[config.mk]
export PLATFORM = sky130hd
export DESIGN_NAME = dsi_cmd_packer
export DESIGN_NICKNAME = d
export VERILOG_FILES = /design/src/rtl/dsi_cmd_packer.sv
export SDC_FILE = /design/constraint.sdc
export NUM_CORES = 1
export LEC_CHECK = 0
export ABC_AREA = 1
export BUFFER_PORTS_ARGS = -buffer_cell sky130_fd_sc_hd__clkbuf_2
export CAP_MARGIN = 20
export CELL_PAD_IN_SITES_DETAIL_PLACEMENT = 0
export CELL_PAD_IN_SITES_GLOBAL_PLACEMENT = 1
export CORE_MARGIN = 10
export CORE_UTILIZATION = 50
export CTS_CLUSTER_SIZE = 28
export DETAILED_ROUTE_END_ITERATION = 12
export GPL_TIMING_DRIVEN = 0
export MAX_ROUTING_LAYER = met4
export PLACE_DENSITY_LB_ADDON = 0.1
export SYNTH_ARGS = -nofsm -noshare
export SYNTH_HDL_FRONTEND = slang
export SYNTH_SLANG_ARGS = --single-unit
[constraint.sdc]
create_clock -name clk -period 2.5 [get_ports clk]
set_input_delay 0.125 -clock clk [delete_from_list [all_inputs] [get_ports clk]]
set_output_delay 0.125 -clock clk [all_outputs]
set_load 0.05 [all_outputs]
[src/rtl/dsi_cmd_packer.sv]
module dsi_cmd_packer #(
  parameter int LINKS      = 2,
  parameter int MAX_BYTES  = 64,
  parameter int CLK_HZ     = 50_000_000,
  parameter int TIMEOUT_MS = 20
) (
  input  logic             clk,
  input  logic             rst_n,
  input  logic             in_valid,
  output logic             in_ready,
  input  logic [7:0]       in_data,
  input  logic             in_last,
  input  logic             in_zero,
  output logic [LINKS-1:0] cmd_wr,
  output logic [31:0]      cmd_word,
  input  logic [LINKS-1:0] cmd_full,
  output logic [LINKS-1:0] pld_wr,
  output logic [31:0]      pld_word,
  input  logic [LINKS-1:0] pld_full,
  output logic             err,
  output logic             list_done
);
  localparam int TMO = CLK_HZ / 1000 * TIMEOUT_MS;
  localparam int CW  = $clog2(MAX_BYTES + 1);
  localparam int AW  = (MAX_BYTES > 1) ? $clog2(MAX_BYTES) : 1;
  localparam int LW  = (LINKS > 1) ? $clog2(LINKS) : 1;

  typedef enum logic [2:0] {COLLECT, PAYLOAD, HEADER, NOP, HALT} st_t;

  st_t          st;
  logic [CW-1:0] cnt;
  logic [15:0]  widx;
  logic [LW-1:0] link;
  logic [31:0]  tmr;
  logic         done_q;
  logic [7:0]   mem [MAX_BYTES];

  logic [15:0] len16, nwords;
  logic        is_pld, is_cmd, stall;

  assign len16    = 16'(cnt);
  assign nwords   = (len16 + 16'd3) >> 2;
  assign is_pld   = (st == PAYLOAD);
  assign is_cmd   = (st == HEADER) || (st == NOP);
  assign stall    = is_pld ? pld_full[link] : cmd_full[link];
  assign in_ready = (st == COLLECT);
  assign err      = (st == HALT);
  assign list_done = done_q;
  assign cmd_wr   = (is_cmd && !stall) ? (LINKS'(1) << link) : '0;
  assign pld_wr   = (is_pld && !stall) ? (LINKS'(1) << link) : '0;

  always_comb begin
    if (st == NOP)        cmd_word = {8'h00, 16'h0000, 2'b00, 6'h05};
    else if (cnt == CW'(1)) cmd_word = {8'h00, 8'h00, mem[0], 2'b00, 6'h05};
    else if (cnt == CW'(2)) cmd_word = {8'h00, mem[1], mem[0], 2'b00, 6'h15};
    else                  cmd_word = {8'h00, len16, 2'b00, 6'h39};
  end

  always_comb begin
    pld_word = '0;
    for (int k = 0; k < 4; k++) begin
      logic [15:0] bi;
      bi = {widx[13:0], 2'(k)};
      if (bi < len16) pld_word[8*k +: 8] = mem[bi[AW-1:0]];
    end
  end

  always_ff @(posedge clk)
    if (st == COLLECT && in_valid && !in_zero && cnt < CW'(MAX_BYTES))
      mem[cnt[AW-1:0]] <= in_data;

  always_ff @(posedge clk) begin
    if (!rst_n) begin
      st <= COLLECT; cnt <= '0; widx <= '0; link <= '0; tmr <= '0; done_q <= 1'b0;
    end else begin
      done_q <= 1'b0;
      case (st)
        COLLECT: if (in_valid) begin
          if (in_zero) begin
            if (cnt != '0) st <= HALT;
            else           done_q <= 1'b1;
          end else if (cnt == CW'(MAX_BYTES)) begin
            st <= HALT;
          end else begin
            cnt <= cnt + CW'(1);
            if (in_last) begin
              link <= '0; widx <= '0; tmr <= '0;
              st <= (cnt >= CW'(2)) ? PAYLOAD : HEADER;
            end
          end
        end
        PAYLOAD, HEADER, NOP: if (stall) begin
          if (tmr == 32'(TMO - 1)) st <= HALT;
          else                     tmr <= tmr + 32'd1;
        end else begin
          tmr <= '0;
          if (st == PAYLOAD) begin
            widx <= widx + 16'd1;
            if (widx == nwords - 16'd1) st <= HEADER;
          end else if (st == HEADER) begin
            st <= NOP;
          end else if (link == LW'(LINKS - 1)) begin
            st <= COLLECT; cnt <= '0;
          end else begin
            link <= link + LW'(1); widx <= '0;
            st <= (cnt >= CW'(3)) ? PAYLOAD : HEADER;
          end
        end
        default: st <= HALT;
      endcase
    end
  end
endmodule


==> results.py, run 1 <==
metrics = {
    "drt": {
        "drc_errors": 0,
        "routed_wl_mm": 83.65,
        "dr.pass1.iters": 5,
        "via_per_inst": 6.022,
        "drt-wirelength-per-cell_microns": 26.20,
        "drt_iter0_drc": 2596,
        "num_vias": 19230,
        "ant_nets": 0,
    },
    "timing": {
        "finalClockSkew_ns": 0.01139,
        "final.setup.tns_ns": -12.92,
        "setup_ws_ns": -0.4974,
        "rsz0062_at_grt": "true",
        "max_slew.worst_pin.slew_ns": 1.119,
        "slew_viol_final": 0,
        "hold_viol": 0,
        "slew_headroom_pct": 25.43,
        "fin_crit_sh_pct": 119.9,
        "setup_viol": 32,
        "max_freq_mhz": 333.6,
        "min_period_ns": 2.997,
    },
    "logic_synthesis": {
        "synth_edf_count": 512,
        "yosysSeqAreaShare_pct": 66.79,
        "synth_ff_type": "edfxtp_1",
        "synth_seq_cells": 576,
        "syn_area_sq_um": 24940,
        "ys_types": 51,
        "async_flop_share_pct": 0,
        "avgSynthCellArea_sq_um": 11.02,
        "synthCells": 2263,
        "yosys_warnings": 0,
    },
    "worst_setup_path": {
        "rr_endpoint": "mem[26][6]$_DFFE_PP_",
        "crit_path_start_kind": "register",
        "path_class": "register to primary output",
        "rr_worst_depth": 6,
        "crit_path_end_kind": "primary output",
        "r2r-start": "st[1]$_SDFFE_PN0P_",
        "path_max_fanout": 7,
        "ff2ff_setup_slack_ns": 0,
        "worstPathRequired_ns": 2.38,
        "worstPathArrival_ns": 2.87,
    },
    "clock_network": {
        "clock_sinks": 576,
        "clock_latency_ns": 0.63,
        "cts_buffer_depth": 3,
        "htree_levels": 2,
        "root_buffer": "clkbuf_16",
        "cts_tree": "yes",
        "numCtsBuffers": 59,
        "clk_pin_slew_ns": 0.06,
    },
    "pwr": {
        "peakVddDrop_mv": 1.241,
        "leakage_nw": 10.86,
        "p_per_area_nw_per_um2": 1139,
    },
    "global_routing": {
        "grt_usage_pct": 28.49,
        "antenna_found_initial": 0,
        "grt_overflow": 0,
        "busiest_layer": "met2",
        "grt_pass1_vias": 18390,
        "grt_max_degree": 65,
        "gr-usage-met3_pct": 4.212,
        "grt_util_met2_pct": 44.56,
        "grt_first_pass_wirelength_mm": 123.3,
        "grt_use_met1_pct": 38.11,
    },
    "final_layout": {
        "nets": 2511,
        "insertedDiodeCount": 0,
        "mostFrequentLayoutCell": "edfxtp_1",
        "most-common-layout-cells": "edfxtp_1, nand2_1, a21oi_1",
        "final_cells": 3193,
        "fin_util_pct": 63.38,
        "drive_above_1_share_pct": 23.17,
        "area_growth_syn_to_layout_pct": 24.91,
    },
    "floorplan": {
        "coreArea_sq_um": 49150,
        "dieArea_sq_um": 59210,
        "rows": 81,
        "die_h_microns": 243.3,
        "initial_utilization_pct": 50.74,
        "die_x_microns": 243.3,
        "ios": 88,
    },
    "place": {
        "place_congestion": 0.9652,
        "dp_hpwl_mm": 58.68,
        "place_inst": 3025,
        "port_buffers": 75,
    },
    "flow_run": {
        "cap_violations": 0,
    },
    "outcome": {
        "violations": "setup timing",
        "status": "finished with violations",
    },
    "hold_path": {
        "whs_path_depth": 5,
        "hold_class": "primary input to register",
        "hp-start": "in_last",
        "whs_endpoint": "st[2]$_SDFFE_PN0P_",
    },
}
[flip-flops by register name, indices dropped and copies added (netlist names), named ones only]
name,count
list_done,1
widx,16
link,1
mem,512
st,3
cnt,7
tmr,32
[layer usage]
layer,share of wire (%),vias up,routed length (microns)
li1,-,8588,-
met1,41,9506,34710
met2,47,964,39080
met3,8.3,169,6918
met4,3.5,0,2943
met5,0,-,0
[how the worst max path moves through the flow]
stage                         from            to  cells after the start
2_1_floorplan  cnt[5]$_SDFFE_PN0P_   pld_word[3]                      8
3_3_place_gp   cnt[5]$_SDFFE_PN0P_  pld_word[25]                      9
3_5_place_dp              register  pld_word[18]                      9
4_1_cts        cnt[5]$_SDFFE_PN0P_  pld_word[17]                     10
5_1_grt        cnt[5]$_SDFFE_PN0P_  pld_word[21]                     10
6_report       cnt[6]$_SDFFE_PN0P_  pld_word[21]                     10
[Yosys cell counts (all sizes together), types with 29 or more instances]
cell type    n  area (sq um)
o21ai       85         436.7
a22oi       51         382.9
clkbuf      88         330.3
a21oi      257          1298
nand2      521          2003
edfxtp     512         15370
dfxtp       64          1281
a211oi      29         217.7
buf         44         269.0
nor2       210         845.8
nand3       82         422.9
inv        102         390.4
nor3        37         195.2
[report_power, final]
group | switching [mW] | leakage, nW | total [mW] | internal (mW)
clock network | 3.80 | 0.881 | 8.47 | 4.67
logic | 10.9 | 4.85 | 16.2 | 5.32
registers | 0.185 | 5.13 | 10.8 | 10.6
total | 14.9 | 10.9 | 35.5 | 20.6
[kinds of logic after synthesis]
family          after synthesis  synth area share [%]
fa+ha+maj                    13                0.6522
flops                       576                 66.79
simple gates                889                 14.93
compound gates              520                 12.67
buf+inv                     237                 4.014
xor+xnor                     26                0.9131
other cells                   2               0.03011
[stage by stage]
stage	cell area, sq um	setup slack, ns	power [mW]	hold slack [ns]
2_1_floorplan	25130	-0.4624	18.87	0.2239
3_3_place_gp	26340	-1.049	23.37	0.4074
3_5_place_dp	26540	-1.104	23.49	0.4145
4_1_cts	30460	-0.5538	34.16	0.08451
5_1_grt	31150	-0.5739	36.69	0.1703
6_report	31150	-0.4974	35.47	0.1022
[area by class of cell]
| class | instances | area, sq um |
|---|---|---|
| sequential | 576 | 16680 |
| timing repair buffer | 148 | 1590 |
| buffer | 131 | 1022 |
| inverter | 105 | 442.9 |
| clock buffer | 74 | 1533 |
| fill | 3852 | 18000 |
| multi-input combinational | 1460 | 8763 |
| clock inverter | 35 | 286.5 |
| tap | 664 | 830.8 |
[repair_timing]
action / in CTS / in global routing
pin swaps: 33 / 30
cloned: 0 / 1
setup endpoints to repair: 568 / 223
endpoints found under the hold margin: 22 / 0
hold buffers: 4 / 0
setup buffers: 25 / 31
resized for setup: 514 / 125
[worst max-delay path, stage by stage (launching register included)]
cell and delay (ns):
dfxtp_1 0.32, buf_6 0.13, inv_4 0.06, ha_4 0.24
a211oi_2 0.25, nand4_1 0.19, inv_4 0.16, buf_12 0.13
nand2_8 0.09, a311oi_4 0.46, buf_8 0.21
No activity file was read; power rests on OpenSTA's default activity.
==> run 2, diff against run 1 <==
Settings changed: ABC_AREA 1 to default, CORE_UTILIZATION 50 to 54.
==> run 2 against run 1 <==
Compared with the run above:
- highest routed layer unchanged
- the flow still finishes with violations (setup timing)
- utilization increased by 8.0 points
- register-to-register slack got worse by 0.09 ns
- sequential share of layout area increased by 0.38 points
- largest cell class unchanged
- clock power decreased by 4.1%
==> results.py, run 2 <==
metrics = {
    "global_routing": {
        "grt_usage_pct": 23.22,
        "antenna_found_initial": 0,
        "grt_max_degree": 65,
        "grt_pass1_vias": 13610,
        "grt_first_pass_wirelength_mm": 89.53,
        "grt_overflow": 0,
    },
    "timing": {
        "finalClockSkew_ns": 0.02689,
        "max_slew.worst_pin.slew_ns": 1.116,
        "setup_viol": 47,
        "final.setup.tns_ns": -12.29,
        "slew_viol_final": 0,
        "fin_crit_sh_pct": 117.1,
        "setup_ws_ns": -0.4284,
        "max_freq_mhz": 341.5,
        "hold_viol": 0,
        "rsz0062_at_grt": "true",
        "min_period_ns": 2.928,
        "slew_headroom_pct": 25.39,
    },
    "logic_synthesis": {
        "ys_types": 76,
        "yosys.area.top_type": "edfxtp_1",
        "syn_area_sq_um": 23860,
        "synthCells": 1351,
        "async_flop_share_pct": 0,
        "netlist.area_leader.share_pct": 64.44,
        "synth_ff_type": "edfxtp_1",
        "synth_edf_count": 512,
        "yosys_warnings": 0,
        "yosysMostFrequentCell": "edfxtp_1",
        "ys_top_cells_by_area": "edfxtp_1, mux4_2, dfxtp_1, nor2_1, xnor2_1",
        "synth_seq_cells": 576,
        "synth_common_cells": "edfxtp_1, mux4_2, nor2_1",
        "avgSynthCellArea_sq_um": 17.66,
        "yosysSeqAreaShare_pct": 69.81,
    },
    "clock_network": {
        "cts_buffer_depth": 3,
        "clk_pin_slew_ns": 0.06,
        "clock_latency_ns": 0.63,
        "clock_sinks": 576,
        "root_buffer": "clkbuf_16",
        "numCtsBuffers": 58,
        "cts_tree": "yes",
        "htree_levels": 2,
    },
    "worst_setup_path": {
        "path_max_fanout": 10,
        "path_class": "register to primary output",
        "worstPathRequired_ns": 2.38,
        "worstPathArrival_ns": 2.80,
        "crit_path_start_kind": "register",
        "crit_path_end_kind": "primary output",
    },
    "floorplan": {
        "dieArea_sq_um": 52990,
        "coreArea_sq_um": 43360,
        "ios": 88,
        "die_h_microns": 230.2,
        "rows": 76,
        "initial_utilization_pct": 55.02,
        "die_x_microns": 230.2,
    },
    "final_layout": {
        "mostFrequentLayoutCell": "edfxtp_1",
        "largest_register_ffs": 512,
        "final_cells": 2241,
        "nFillCells": 2645,
        "nets": 1641,
        "drive_above_1_share_pct": 41.79,
        "area_growth_syn_to_layout_pct": 29.64,
        "insertedDiodeCount": 0,
        "most-common-layout-cells": "edfxtp_1, mux4_2, clkbuf_16, nor2_1, nor2_4",
    },
    "outcome": {
        "violations": "setup timing",
        "status": "finished with violations",
    },
    "pwr": {
        "pwr-share-clk_pct": 29.1,
        "p_per_area_nw_per_um2": 901.3,
        "internal-power_mw": 19.47,
        "p_sw_share_pct": 30.16,
        "seqPwrFrac_pct": 38.2,
        "net-switching-power_mw": 8.408,
        "peakVddDrop_mv": 0.7428,
        "p_comb_share_pct": 32.7,
        "leakage_nw": 9.957,
    },
    "drt": {
        "routed_wl_mm": 60.65,
        "dr.pass1.iters": 5,
        "num_vias": 13610,
        "drc_errors": 0,
        "ant_nets": 0,
        "drt-wirelength-per-cell_microns": 27.06,
        "drt_iter0_drc": 1356,
        "via_per_inst": 6.073,
    },
    "flow_run": {
        "cap_violations": 0,
    },
    "place": {
        "place_congestion": 0.8746,
        "dp_hpwl_mm": 37.85,
        "place_inst": 2028,
        "port_buffers": 75,
    },
    "hold_path": {
        "hold_class": "primary input to register",
    },
}
==> run 2: cell types whose count changed after synthesis, sizes merged, moves of 59 or more <==
cell and change:
inv -80, clkbuf -59, o21ai -73, nor2 -62
nand2 -478, mux4 +157, a21oi -243
==> run 2: stage by stage <==
step                power (mW)  setup WS, ns  instance area [sq um]  hold slack [ns]  util, %
floorplan                15.36       -0.2125                  24100           0.2239        -
global placement         16.96        -1.122                  25210           0.4879    58.14
detailed placement       17.03        -1.157                  25350           0.4874    58.46
CTS                      27.02       -0.4837                  30010          0.08461    69.21
global route             28.82       -0.4803                  30930           0.1687    71.33
finish                   27.88       -0.4284                  30930           0.1435    71.33
==> run 2: layer usage <==
| layer | vias up | routed length, microns | GRT usage [%] | share of wire (%) |
|---|---|---|---|---|
| met5 | - | 0 | - | 0 |
| met4 | 0 | 1262 | 5.694 | 2.1 |
| met3 | 85 | 3637 | 4.223 | 6.0 |
| met2 | 476 | 30500 | 37.19 | 50 |
| met1 | 7166 | 25250 | 30.56 | 42 |
| li1 | 5883 | - | - | - |
==> run 2: power by group through the flow <==
stage	clock, mW	combinational, mW	sequential, mW
after floorplan	0	4.54	10.8
after global placement	0	6.12	10.8
after detailed placement	0	6.20	10.8
after CTS	8.22	8.15	10.7
after global routing	8.62	9.55	10.7
final	8.12	9.10	10.7
==> run 2: layout make-up <==
type | instances | area (sq um) | share of cell area (%)
flip-flops and latches | 576 | 16680 | 53.93
multi-input cells | 688 | 8092 | 26.16
repair buffers | 194 | 2753 | 8.900
clock buffers | 76 | 1519 | 4.911
plain buffers | 69 | 798.3 | 2.581
well taps | 585 | 732.0 | 2.367
clock inverters | 29 | 224.0 | 0.7241
inverters | 24 | 131.4 | 0.4248
==> run 2: critical path, cell delays in order, from the launching register on <==
cell	delay (ns)
dfxtp_4	0.40
clkbuf_16	0.22
buf_16	0.17
mux4_2	0.54
mux4_2	0.53
nor2b_4	0.16
buf_8	0.14
==> run 2: path summary, 6_finish.rpt <==
kind                                      startpoint              endpoint  slack, ns  cells past startpoint
worst min-delay path                         in_zero   cnt[0]$_SDFFE_PN0P_       0.14                      4
worst max-delay path                        register           pld_word[7]      -0.43                      6
worst min register to register  tmr[18]$_SDFFE_PN0P_  tmr[18]$_SDFFE_PN0P_       0.51                      1
worst max register to register   cnt[1]$_SDFFE_PN0P_    st[0]$_SDFFE_PN0P_      -0.09                     11
==> run 2: repair_timing <==
action / CTS / global route
hold buffers: 3 / 2
setup buffers: 61 / 33
setup endpoints to repair: 599 / 585
pin swaps: 62 / 35
resized for setup: 491 / 92
cloned: 5 / 5
hold endpoints to repair: 9 / 17
==> run 2: logic make-up after synthesis <==
kind of cell	synth area share, %
DFF	69.81
AOI/OAI and AO/OA	2.360
buffers and inverters	2.009
muxes	15.24
xor gates and xnor gates	2.051
other	0.03148
adders and majority gates	0.6818
and+or+nand+nor	7.814
